File: config.mk
export PLATFORM = sky130hd
export DESIGN_NAME = irq_distributor
export DESIGN_NICKNAME = d
export VERILOG_FILES = /design/src/rtl/irqd_pkg.sv /design/src/rtl/irqd_line.sv /design/src/rtl/irqd_cfg.sv /design/src/rtl/irqd_fwd.sv /design/src/rtl/irq_distributor.sv
export SDC_FILE = /design/constraint.sdc
export NUM_CORES = 2
export LEC_CHECK = 0
export ABC_AREA = 0
export BUFFER_PORTS_ARGS = -buffer_cell sky130_fd_sc_hd__clkbuf_2
export CAP_MARGIN = 20
export CORE_AREA = 5 5 413 415
export DETAILED_ROUTE_END_ITERATION = 16
export DIE_AREA = 0 0 418 420
export PLACE_DENSITY = 0.6
export SETUP_SLACK_MARGIN = 0.02
export SYNTH_ARGS = -nofsm -noshare
export SYNTH_HDL_FRONTEND = slang
export SYNTH_HIERARCHICAL = 1
export SYNTH_SLANG_ARGS = --single-unit
export TNS_END_PERCENT = 20
File: constraint.sdc
create_clock -name clk -period 3.8 [get_ports clk]
set_input_delay 0.76 -clock clk [delete_from_list [all_inputs] [get_ports clk]]
set_output_delay 0.76 -clock clk [all_outputs]
set_load 0.02 [all_outputs]
File: src/rtl/irqd_pkg.sv
`timescale 1ns/1ps
package irqd_pkg;
  localparam logic [7:0] A_CTRL  = 8'h00;
  localparam logic [7:0] A_TYPE  = 8'h01;
  localparam logic [7:0] A_ENSET = 8'h04;
  localparam logic [7:0] A_ENCLR = 8'h08;
  localparam logic [7:0] A_PRIO  = 8'h10;
  localparam logic [7:0] A_TGT   = 8'h30;
  localparam logic [7:0] A_CFG   = 8'h50;

  // size code: number of 32-line groups minus one
  function automatic logic [4:0] type_code(input int lines);
    return 5'((lines + 31) / 32 - 1);
  endfunction

  // inverse of the size code, capped at the architectural maximum
  function automatic int lines_from_code(input logic [4:0] n);
    int l;
    l = (int'(n) + 1) * 32;
    return (l > 1020) ? 1020 : l;
  endfunction

  function automatic logic [7:0] at(input logic [7:0] base, input int k);
    return base + 8'(k);
  endfunction
endpackage

File: src/rtl/irqd_line.sv
`timescale 1ns/1ps
module irqd_line (
  input  logic clk,
  input  logic rst_n,
  input  logic line_in,
  input  logic edge_mode,
  input  logic en_set,
  input  logic en_clr,
  input  logic ack,
  input  logic eoi,
  output logic en_o,
  output logic pend_o,
  output logic act_o
);
  logic in_q, en_q, pend_q, act_q;
  logic rise;

  assign rise = line_in & ~in_q;

  always_ff @(posedge clk or negedge rst_n) begin
    if (!rst_n) begin
      in_q <= 1'b0; en_q <= 1'b0; pend_q <= 1'b0; act_q <= 1'b0;
    end else begin
      in_q <= line_in;
      if (en_set)      en_q <= 1'b1;
      else if (en_clr) en_q <= 1'b0;
      if (edge_mode) begin
        if (rise)     pend_q <= 1'b1;
        else if (ack) pend_q <= 1'b0;
      end else begin
        pend_q <= line_in;
      end
      if (ack)      act_q <= 1'b1;
      else if (eoi) act_q <= 1'b0;
    end
  end

  assign en_o   = en_q;
  assign pend_o = pend_q;
  assign act_o  = act_q;

  // enable moves only under a set or clear strobe
  p_en_by_write_r3: assert property (@(posedge clk) disable iff (!rst_n)
    !$stable(en_q) |-> $past(en_set || en_clr));
  // a latched edge survives until acknowledged
  p_edge_hold_r10: assert property (@(posedge clk) disable iff (!rst_n)
    ($past(edge_mode) && edge_mode && $past(pend_q) && !$past(ack)) |-> pend_q);
  // active is only entered by an acknowledge
  p_act_from_ack_r11: assert property (@(posedge clk) disable iff (!rst_n)
    $rose(act_q) |-> $past(ack));
endmodule

File: src/rtl/irqd_cfg.sv
`timescale 1ns/1ps
module irqd_cfg #(
  parameter int NUM_CPU = 4,
  parameter int NUM_IRQ = 64,
  localparam int CPU_W = (NUM_CPU > 1) ? $clog2(NUM_CPU) : 1,
  localparam int NSH   = NUM_IRQ - 32
) (
  input  logic                   clk,
  input  logic                   rst_n,
  input  logic                   wr,
  input  logic [7:0]             addr,
  input  logic [31:0]            wdata,
  input  logic [CPU_W-1:0]       rd_cpu,
  output logic                   gen_o,
  output logic [NUM_IRQ*8-1:0]   prio_o,
  output logic [NSH*NUM_CPU-1:0] tgt_o,
  output logic [NUM_IRQ-1:0]     edge_o,
  output logic [31:0]            rdata_o
);
  import irqd_pkg::*;
  localparam int PW = NUM_IRQ / 4;
  localparam int CW = NUM_IRQ / 16;

  logic                gen_q;
  logic [7:0]          prio_q [NUM_IRQ];
  logic [NUM_CPU-1:0]  tgt_q  [NSH];
  logic [NUM_IRQ-17:0] edge_sh;
  logic [7:0]          own;

  always_ff @(posedge clk or negedge rst_n) begin
    if (!rst_n) begin
      gen_q   <= 1'b0;
      edge_sh <= '0;
      for (int i = 0; i < NUM_IRQ; i++) prio_q[i] <= '0;
      for (int i = 0; i < NSH; i++)     tgt_q[i]  <= '0;
    end else if (wr) begin
      if (addr == A_CTRL) gen_q <= wdata[0];
      for (int k = 0; k < PW; k++)
        if (addr == at(A_PRIO, k))
          for (int j = 0; j < 4; j++) prio_q[4*k+j] <= wdata[8*j +: 8];
      for (int k = 8; k < PW; k++)
        if (addr == at(A_TGT, k))
          for (int j = 0; j < 4; j++) tgt_q[4*k+j-32] <= wdata[8*j +: NUM_CPU];
      for (int k = 1; k < CW; k++)
        if (addr == at(A_CFG, k))
          for (int j = 0; j < 16; j++) edge_sh[16*k+j-16] <= wdata[2*j+1];
    end
  end

  assign own = 8'(1) << rd_cpu;

  always_comb begin
    rdata_o = '0;
    if (addr == A_CTRL) rdata_o[0] = gen_q;
    if (addr == A_TYPE) rdata_o[4:0] = type_code(NUM_IRQ);
    for (int k = 0; k < PW; k++)
      if (addr == at(A_PRIO, k))
        for (int j = 0; j < 4; j++) rdata_o[8*j +: 8] = prio_q[4*k+j];
    for (int k = 0; k < 8; k++)
      if (addr == at(A_TGT, k))
        for (int j = 0; j < 4; j++) rdata_o[8*j +: 8] = own;
    for (int k = 8; k < PW; k++)
      if (addr == at(A_TGT, k))
        for (int j = 0; j < 4; j++) rdata_o[8*j +: NUM_CPU] = tgt_q[4*k+j-32];
    if (addr == A_CFG)
      for (int j = 0; j < 16; j++) rdata_o[2*j+1] = 1'b1;
    for (int k = 1; k < CW; k++)
      if (addr == at(A_CFG, k))
        for (int j = 0; j < 16; j++) rdata_o[2*j+1] = edge_sh[16*k+j-16];
  end

  assign gen_o  = gen_q;
  assign edge_o = {edge_sh, 16'hFFFF};
  for (genvar i = 0; i < NUM_IRQ; i++) begin : g_prio
    assign prio_o[8*i +: 8] = prio_q[i];
  end
  for (genvar i = 0; i < NSH; i++) begin : g_tgt
    assign tgt_o[i*NUM_CPU +: NUM_CPU] = tgt_q[i];
  end
endmodule

File: src/rtl/irqd_fwd.sv
`timescale 1ns/1ps
module irqd_fwd #(
  parameter int NUM_CPU = 4,
  parameter int NUM_IRQ = 64,
  localparam int NSH = NUM_IRQ - 32
) (
  input  logic                       clk,
  input  logic                       rst_n,
  input  logic                       gen,
  input  logic [NUM_CPU*32-1:0]      p_en,
  input  logic [NUM_CPU*32-1:0]      p_pend,
  input  logic [NUM_CPU*32-1:0]      p_act,
  input  logic [NSH-1:0]             s_en,
  input  logic [NSH-1:0]             s_pend,
  input  logic [NSH-1:0]             s_act,
  input  logic [NSH*NUM_CPU-1:0]     s_tgt,
  output logic [NUM_CPU*NUM_IRQ-1:0] pend_o
);
  for (genvar c = 0; c < NUM_CPU; c++) begin : g_cpu
    for (genvar i = 0; i < 32; i++) begin : g_priv
      assign pend_o[c*NUM_IRQ+i] = gen & p_en[c*32+i] & p_pend[c*32+i] & ~p_act[c*32+i];
    end
    for (genvar i = 0; i < NSH; i++) begin : g_shr
      assign pend_o[c*NUM_IRQ+32+i] = gen & s_en[i] & s_pend[i] & ~s_act[i]
                                      & s_tgt[i*NUM_CPU+c];
    end
  end

  // nothing is forwarded while the global switch is off
  p_off_quiet_r12: assert property (@(posedge clk) disable iff (!rst_n)
    !gen |-> (pend_o == '0));
endmodule

File: src/rtl/irq_distributor.sv
`timescale 1ns/1ps
module irq_distributor #(
  parameter int NUM_CPU = 4,
  parameter int NUM_IRQ = 64,
  localparam int CPU_W = (NUM_CPU > 1) ? $clog2(NUM_CPU) : 1,
  localparam int ID_W  = $clog2(NUM_IRQ),
  localparam int NSH   = NUM_IRQ - 32
) (
  input  logic                       clk,
  input  logic                       rst_n,
  input  logic                       bus_vld,
  input  logic                       bus_wr,
  input  logic [7:0]                 bus_addr,
  input  logic [31:0]                bus_wdata,
  input  logic [CPU_W-1:0]           bus_cpu,
  output logic [31:0]                bus_rdata,
  input  logic [NSH-1:0]             spi_in,
  input  logic [NUM_CPU*32-1:0]      ppi_in,
  input  logic [NUM_CPU-1:0]         ack_vld,
  input  logic [NUM_CPU*ID_W-1:0]    ack_id,
  input  logic [NUM_CPU-1:0]         eoi_vld,
  input  logic [NUM_CPU*ID_W-1:0]    eoi_id,
  output logic [NUM_CPU*NUM_IRQ-1:0] cpu_pend,
  output logic [NUM_IRQ*8-1:0]       prio_o
);
  import irqd_pkg::*;
  localparam int NW = NUM_IRQ / 32;

  logic                   wr;
  logic                   gen;
  logic [NSH*NUM_CPU-1:0] s_tgt;
  logic [NUM_IRQ-1:0]     edge_v;
  logic [31:0]            cfg_rd, en_rd;
  logic [NUM_CPU*32-1:0]  p_set, p_clr, p_ack, p_eoi, p_en, p_pend, p_act;
  logic [NSH-1:0]         s_set, s_clr, s_ack, s_eoi, s_en, s_pend, s_act;

  assign wr = bus_vld & bus_wr;

  irqd_cfg #(.NUM_CPU(NUM_CPU), .NUM_IRQ(NUM_IRQ)) u_cfg (
    .clk(clk), .rst_n(rst_n), .wr(wr), .addr(bus_addr), .wdata(bus_wdata),
    .rd_cpu(bus_cpu), .gen_o(gen), .prio_o(prio_o), .tgt_o(s_tgt),
    .edge_o(edge_v), .rdata_o(cfg_rd));

  // strobe decode: banked word 0 selected by requesting CPU
  always_comb begin
    for (int c = 0; c < NUM_CPU; c++) begin
      for (int b = 0; b < 32; b++) begin
        p_set[c*32+b] = wr && bus_addr == A_ENSET && bus_cpu == CPU_W'(c) && bus_wdata[b];
        p_clr[c*32+b] = wr && bus_addr == A_ENCLR && bus_cpu == CPU_W'(c) && bus_wdata[b];
        p_ack[c*32+b] = ack_vld[c] && ack_id[c*ID_W +: ID_W] == ID_W'(b);
        p_eoi[c*32+b] = eoi_vld[c] && eoi_id[c*ID_W +: ID_W] == ID_W'(b);
      end
    end
    for (int i = 0; i < NSH; i++) begin
      s_set[i] = wr && bus_addr == at(A_ENSET, (i+32)/32) && bus_wdata[(i+32)%32];
      s_clr[i] = wr && bus_addr == at(A_ENCLR, (i+32)/32) && bus_wdata[(i+32)%32];
      s_ack[i] = 1'b0;
      s_eoi[i] = 1'b0;
      for (int c = 0; c < NUM_CPU; c++) begin
        s_ack[i] = s_ack[i] | (ack_vld[c] && ack_id[c*ID_W +: ID_W] == ID_W'(i+32));
        s_eoi[i] = s_eoi[i] | (eoi_vld[c] && eoi_id[c*ID_W +: ID_W] == ID_W'(i+32));
      end
    end
  end

  for (genvar c = 0; c < NUM_CPU; c++) begin : g_bank
    for (genvar b = 0; b < 32; b++) begin : g_line
      irqd_line u_line (
        .clk(clk), .rst_n(rst_n), .line_in(ppi_in[c*32+b]), .edge_mode(edge_v[b]),
        .en_set(p_set[c*32+b]), .en_clr(p_clr[c*32+b]), .ack(p_ack[c*32+b]),
        .eoi(p_eoi[c*32+b]), .en_o(p_en[c*32+b]), .pend_o(p_pend[c*32+b]),
        .act_o(p_act[c*32+b]));
    end
  end

  for (genvar i = 0; i < NSH; i++) begin : g_shared
    irqd_line u_line (
      .clk(clk), .rst_n(rst_n), .line_in(spi_in[i]), .edge_mode(edge_v[32+i]),
      .en_set(s_set[i]), .en_clr(s_clr[i]), .ack(s_ack[i]), .eoi(s_eoi[i]),
      .en_o(s_en[i]), .pend_o(s_pend[i]), .act_o(s_act[i]));
  end

  irqd_fwd #(.NUM_CPU(NUM_CPU), .NUM_IRQ(NUM_IRQ)) u_fwd (
    .clk(clk), .rst_n(rst_n), .gen(gen), .p_en(p_en), .p_pend(p_pend),
    .p_act(p_act), .s_en(s_en), .s_pend(s_pend), .s_act(s_act),
    .s_tgt(s_tgt), .pend_o(cpu_pend));

  // enable readback, banked for word 0
  always_comb begin
    en_rd = '0;
    for (int w = 0; w < NW; w++)
      if (bus_addr == at(A_ENSET, w) || bus_addr == at(A_ENCLR, w)) begin
        if (w == 0) en_rd = p_en[int'(bus_cpu)*32 +: 32];
        else        en_rd = s_en[(w-1)*32 +: 32];
      end
  end

  assign bus_rdata = cfg_rd | en_rd;

  // private routing reads name exactly one CPU per byte
  p_tgt_priv_r6: assert property (@(posedge clk) disable iff (!rst_n)
    (bus_vld && !bus_wr && bus_addr >= A_TGT && bus_addr < at(A_TGT, 8))
      |-> ($countones(bus_rdata[7:0]) == 1));
  // size word decodes back to the built line count
  p_type_r2: assert property (@(posedge clk) disable iff (!rst_n)
    (bus_addr == A_TYPE) |-> (lines_from_code(bus_rdata[4:0]) == NUM_IRQ
                              && bus_rdata[31:5] == '0));
endmodule

Word level (Yosys, flattened, before mapping)
Cells that the tools add are included.
Widths: inputs -> output; s select.
- register bits after elaboration: 1329
- input bits: 262
- logic and storage cells: 5116
- equality and inequality tests: 644
- shift operators: 2
- mux-type cells: 1180
- bitwise operators: 1282
- reduce and logical (&&, ||, !) cells: 1268
- operators with widths (cell ; number):
    $eq 6x6->1 const B ; 256
    $mux 1 ; 1122
    $logic_and 1x1->1 ; 844
    $mux 32 ; 26
    $and 1x1->1 ; 769
    $eq 6x5->1 const B ; 128
    $reduce_bool 2->1 ; 384
    $eq 6x4->1 const B ; 64
    $not 1->1 ; 320
    $ne 3x1->1 const B ; 96
    $eq 6x3->1 const B ; 32
    $or 1x1->1 ; 192
    $eq 8x5->1 const B ; 16
    $eq 8x6->1 const B ; 16
    $mux 4 ; 32
    $shiftx 128x8->32 ; 1
    $eq 6x2->1 const B ; 16
    $reduce_and 2->1 ; 28
    $eq 6x1->1 const B ; 8
    $logic_not 6->1 ; 8
    $eq 8x7->1 const B ; 4
    $or 32x32->32 ; 1
    $eq 8x3->1 const B ; 2
    $eq 8x4->1 const B ; 2
    7 further kinds ; 9

Longest topological paths before layout
- depth after elaboration: 40
- mapped depth: 11
- mapped depth without buffers: 7

Hierarchy
The synthesis kept the hierarchy.
- by module, submodules not included (module ; times used ; cells an instance ; area an instance (um2) ; seq. area each (um2)):
    irqd_cfg ; 1 ; 2657 ; 33284.4 ; 17241.5
    irqd_line ; 160 ; 11 ; 145.1 ; 100.1
    irq_distributor ; 1 ; 1187 ; 8599.5 ; 0.0
    irqd_fwd ; 1 ; 305 ; 2489.9 ; 0.0

Least setup slack after synthesis
Ideal clock, no wire load.
- kind: input -> output
- start: input bus_addr[5]
- end: output bus_rdata[10]
- data arrival time: 2.810 ns
- required time: 3.040 ns
- setup slack: 0.230 ns
- stages on the path: 10
- path buffers: 3
- cell sequence: or4b_1 buf_2 buf_6 buf_2 nor2_1 nor2_1 a21oi_1 o2111ai_1 a31o_2 a221o_1
- word-level cells in the longest chain between the ends: 34
- elaborated cells on any way between the ends: 73
- classes of those cells: 36 x eq/ne; 34 x mux; 1 x bitwise; 2 x reduce/logical
- RTL lines (element ; RTL line ; text):
    start, declared ; irq_distributor.sv:13 ; input logic [7:0] bus_addr,
    $eq 8x5->1 ; irqd_cfg.sv:57 ; if (addr == at(A_PRIO, k))
    $mux 32 (16 in series) ; irqd_cfg.sv:57 ;
    $mux 32 (8 in series) ; irqd_cfg.sv:60 ; if (addr == at(A_TGT, k))
    $mux 4 (7 in series) ; irqd_cfg.sv:63 ; if (addr == at(A_TGT, k))
    $mux 4 (*) ; irqd_cfg.sv:63 ;
    via cfg_rd[10] ; irq_distributor.sv:33 ; logic [31:0] cfg_rd, en_rd;
    $or 32x32->32 (*) ; irq_distributor.sv:98 ; assign bus_rdata = cfg_rd | en_rd;
    end, declared ; irq_distributor.sv:16 ; output logic [31:0] bus_rdata,
The timed path passes the listed nets; every way through them passes the cells marked *.

Worst setup path in the final report
- start: input bus_addr[7]
- end: output bus_rdata[24]
Same word-level chain as after synthesis.

==> impl_metrics.json <==
{
  "cts_buffer_depth": 3,
  "dpl_cell_area_sq_mm": 0.0792,
  "rsz0062_at_grt": "yes",
  "gp_congestion": 1.01,
  "synth-main-ff-cell": "dfrtp_1",
  "clock-sinks": 1329,
  "final_nets": 7567,
  "vias_per_cell": 6.20,
  "drc": 0,
  "worstHoldStart": "ppi_in[115]",
  "powerDensity_mw_per_mm2": 403,
  "slew_headroom_pct": 26.7,
  "cts_max_level": 4,
  "final_util_pct": 51.6,
  "syn_avg_cell_area_sq_um": 11.4,
  "rows": 150,
  "cp_max_fo": 8,
  "fin_cells": 9677,
  "grt_antenna_before_repair": 65,
  "num_vias": 60000,
  "cap_violations": 0,
  "status": "finished, violations left",
  "fin_skew_ns": 0.0337,
  "multi_input_area_sq_mm": 0.0321,
  "dp_cells": 9327,
  "tightestPinTransition_ns": 1.10,
  "cts_root_buf": "clkbuf_16",
  "holdWs_ns": 0.0892,
  "grt_max_degree": 110,
  "power.leakage_nw": 41.8,
  "min_period_ns": 4.17,
  "crit_path_start_kind": "input port",
  "postRouteWirelength_microns": 363000,
  "drtPass1Iterations": 5,
  "worst-setup-path-type": "input port to output pin",
  "worstSkewPairLatency_ns": 0.80,
  "reg2regPathDepth": 2,
  "min_to": "g_bank[3].g_line[19].u_line/in_q$_DFF_PN0_",
  "reg2reg_slack_ns": 2.61,
  "drt-initial-drc-count": 6528,
  "maxSlewViolCount": 0,
  "violations": "setup timing",
  "finalSetupViolations": 32,
  "syn_to_final_growth_pct": 27.0,
  "cts_tree": "built",
  "ant_nets": 0,
  "grt_pass1_vias": 58700,
  "final-hold-violation-count": 0,
  "wl_per_cell_microns": 37.5,
  "design_area_sq_mm": 0.0859,
  "start_util_pct": 40.7,
  "cp-end-kind": "output pin",
  "clock.fmax_mhz": 240,
  "synth_cells": 5909,
  "clk_pin_slew_ns": 0.06,
  "crit_required_ns": 3.04,
  "fp.dieW_microns": 418,
  "peakVddDrop_mv": 0.480,
  "hold_path.class": "input port to flip-flop",
  "ys_types": 88,
  "placement.io_buffers": 1061,
  "cp.arrival_ns": 3.41,
  "post-dp-hpwl_microns": 281000,
  "grt_overflow_total": 0,
  "grt_first_pass_wirelength_microns": 488000,
  "num_io_pins": 1062,
  "die_area_sq_mm": 0.176,
  "min_path_cells": 1,
  "r2r_end": "g_bank[3].g_line[29].u_line/pend_o$_DFFE_PN0P_",
  "core_sq_mm": 0.166,
  "grt_usage_pct": 39.9,
  "synth_edf_count": 0,
  "finalCritPeriodShare_pct": 110,
  "cts_buffers": 152,
  "synth_seq_cells": 1329,
  "nFillCells": 15200,
  "async_flop_share_pct": 100,
  "seqCellArea_sq_mm": 0.0333,
  "yosysWarnings": 6,
  "seq_area_frac_synth_pct": 49.2,
  "timing.rr.start": "u_cfg/edge_sh[13]$_DFFE_PN0P_",
  "die_y_microns": 420,
  "worst_slack_ns": -0.371,
  "drive_gt1_share_pct": 44.5,
  "netlist_area_sq_mm": 0.0676
}
-- flip-flops by register name (all words and copies together), names as in the netlist --
register and cells:
g_bank.g_line.u_line/in_q 128, u_cfg/gen_o 1, g_shared.u_line/act_o 32, g_shared.u_line/pend_o 32
g_bank.g_line.u_line/pend_o 128, u_cfg/tgt_o 128, u_cfg/prio_o 512, g_bank.g_line.u_line/act_o 128
g_bank.g_line.u_line/en_o 128, g_shared.u_line/in_q 32, u_cfg/edge_sh 48, g_shared.u_line/en_o 32
-- cell usage after synthesis, types with 13 or more instances --
library cell	instances	area share, %
and3_1	70	0.65
nand4bb_1	33	0.55
clkbuf_1	238	1.3
a31oi_1	15	0.14
buf_2	74	0.55
nor3_1	49	0.36
a221o_1	41	0.61
a221oi_1	15	0.19
o22ai_1	41	0.38
mux2i_1	51	0.76
dfrtp_1	1329	49
nand4b_1	28	0.36
o2bb2ai_2	160	3.6
buf_4	20	0.22
mux4_2	63	2.1
nor2_1	347	1.9
mux2_2	684	11
a22oi_1	50	0.56
nand2_1	481	2.7
clkbuf_2	16	0.12
and2_1	132	1.2
o22a_1	72	0.93
a211oi_1	20	0.22
nor2b_1	32	0.30
a21oi_1	114	0.84
nand3b_1	27	0.30
inv_1	330	1.8
o221ai_1	86	1.1
nand2b_1	43	0.40
nand3_1	71	0.53
or4b_2	19	0.28
a21o_1	331	3.7
mux2_4	30	0.67
nor3_2	244	3.6
and4b_1	160	2.4
o2bb2ai_1	18	0.23
nand4_1	13	0.12
buf_1	57	0.32
buf_6	31	0.52
o21ai_0	88	0.65
o211ai_1	21	0.23
-- stage by stage --
step	total power (W)	worst slack (ns)	setup TNS, ns
2_1_floorplan	0.0173	0.230	0
3_3_place_gp	0.0194	-1.01	-19.78
3_5_place_dp	0.0194	-1.02	-20.16
4_1_cts	0.0347	-0.365	-8.58
5_1_grt	0.0355	-0.404	-9.47
6_report	0.0346	-0.371	-8.59
-- final cells by class --
| cell class | instances | area share [%] |
|---|---|---|
| clock buffer | 220 | 5.19 |
| antenna | 44 | 0.128 |
| multi-input combinational | 3827 | 37.4 |
| clock inverter | 58 | 0.823 |
| timing repair buffer | 1663 | 13.1 |
| sequential | 1329 | 38.7 |
| inverter | 332 | 1.45 |
| tap | 2204 | 3.21 |
-- worst max-delay path, stage by stage --
cell	delay [ns]
clkbuf_16	0.14
buf_12	0.14
nor4bb_4	0.35
buf_4	0.20
buf_6	0.12
nand2_2	0.08
or3_1	0.34
a21oi_2	0.16
a2bb2oi_1	0.18
o211ai_1	0.17
buf_4	0.18
a221o_1	0.36
clkbuf_8	0.19
-- what timing repair did --
action                                  4_1_cts  5_1_grt
buffers inserted                             24       11
pin swaps                                    50       20
gates resized for setup                     180       74
endpoints found under the hold margin        42        0
hold buffers                                  1        0
endpoints found under the setup margin       39       32
gates cloned                                  3        0
-- how the worst max path moves through the flow --
stage / start / endpoint / slack [ns] / cells past startpoint
CTS: u_cfg/prio_o[16]$_DFFE_PN0P_ / bus_rdata[16] / -0.37 / 8
finish: bus_addr[7] / bus_rdata[24] / -0.37 / 13
global route: u_cfg/tgt_o[117]$_DFFE_PN0P_ / bus_rdata[9] / -0.40 / 9
global placement: bus_addr[7] / bus_rdata[26] / -1.01 / 14
detailed placement: bus_addr[7] / bus_rdata[26] / -1.02 / 14
floorplan: bus_addr[5] / bus_rdata[10] / 0.23 / 10
-- layout by cell type, fill, tap and decap left out, types with 36 or more instances in the layout --
master,synthesis,final
o21ai_0,88,74
and4b_1,160,160
buf_12,0,79
clkbuf_16,0,156
mux2i_1,51,49
o2bb2ai_2,160,160
nor3_2,244,249
clkbuf_8,0,47
and3_1,70,68
a22oi_1,50,45
nand3_1,71,67
diode_2,0,44
a21oi_1,114,95
and2_1,132,131
o22ai_1,41,36
o22a_1,72,72
buf_4,20,497
inv_1,330,330
a221o_1,41,41
mux2_2,684,684
nor2_1,347,329
nor3_1,49,41
dfrtp_1,1329,1324
nand2_1,481,462
o221ai_1,86,82
nand2b_1,43,39
mux4_2,63,63
clkbuf_2,16,1029
a21o_1,331,330
-- routing by layer --
metal | global-route usage (%) | routed length (microns) | part of all wire (%) | up-vias
met4 | 30.9 | 33000 | 9.1 | 10
met1 | 47.3 | 132000 | 37 | 31000
met5 | 0 | 70 | 0.019 | -
li1 | - | - | - | 24300
met3 | 8.09 | 28000 | 7.7 | 1027
met2 | 63.8 | 169000 | 47 | 3676
-- power breakdown --
group / switching, W / leakage, nW / total [W] / internal (W)
clock: 0.00640 / 2.56 / 0.0153 / 0.00888
sequential: 0.000640 / 17.5 / 0.0156 / 0.0149
combinational: 0.00236 / 21.8 / 0.00377 / 0.00141
-- kinds of logic after synthesis --
logic type,count (synthesis),share of synthesized area (%)
buffers and inverters,768,4.89
AND/OR/NAND/NOR,1812,16.4
XOR/XNOR,1,0.0130
AO/OA/AOI/OAI,1169,14.6
flip-flops,1329,49.2
multiplexers,829,14.9
other,1,0.00555
Power figures use the tool's default switching activity.
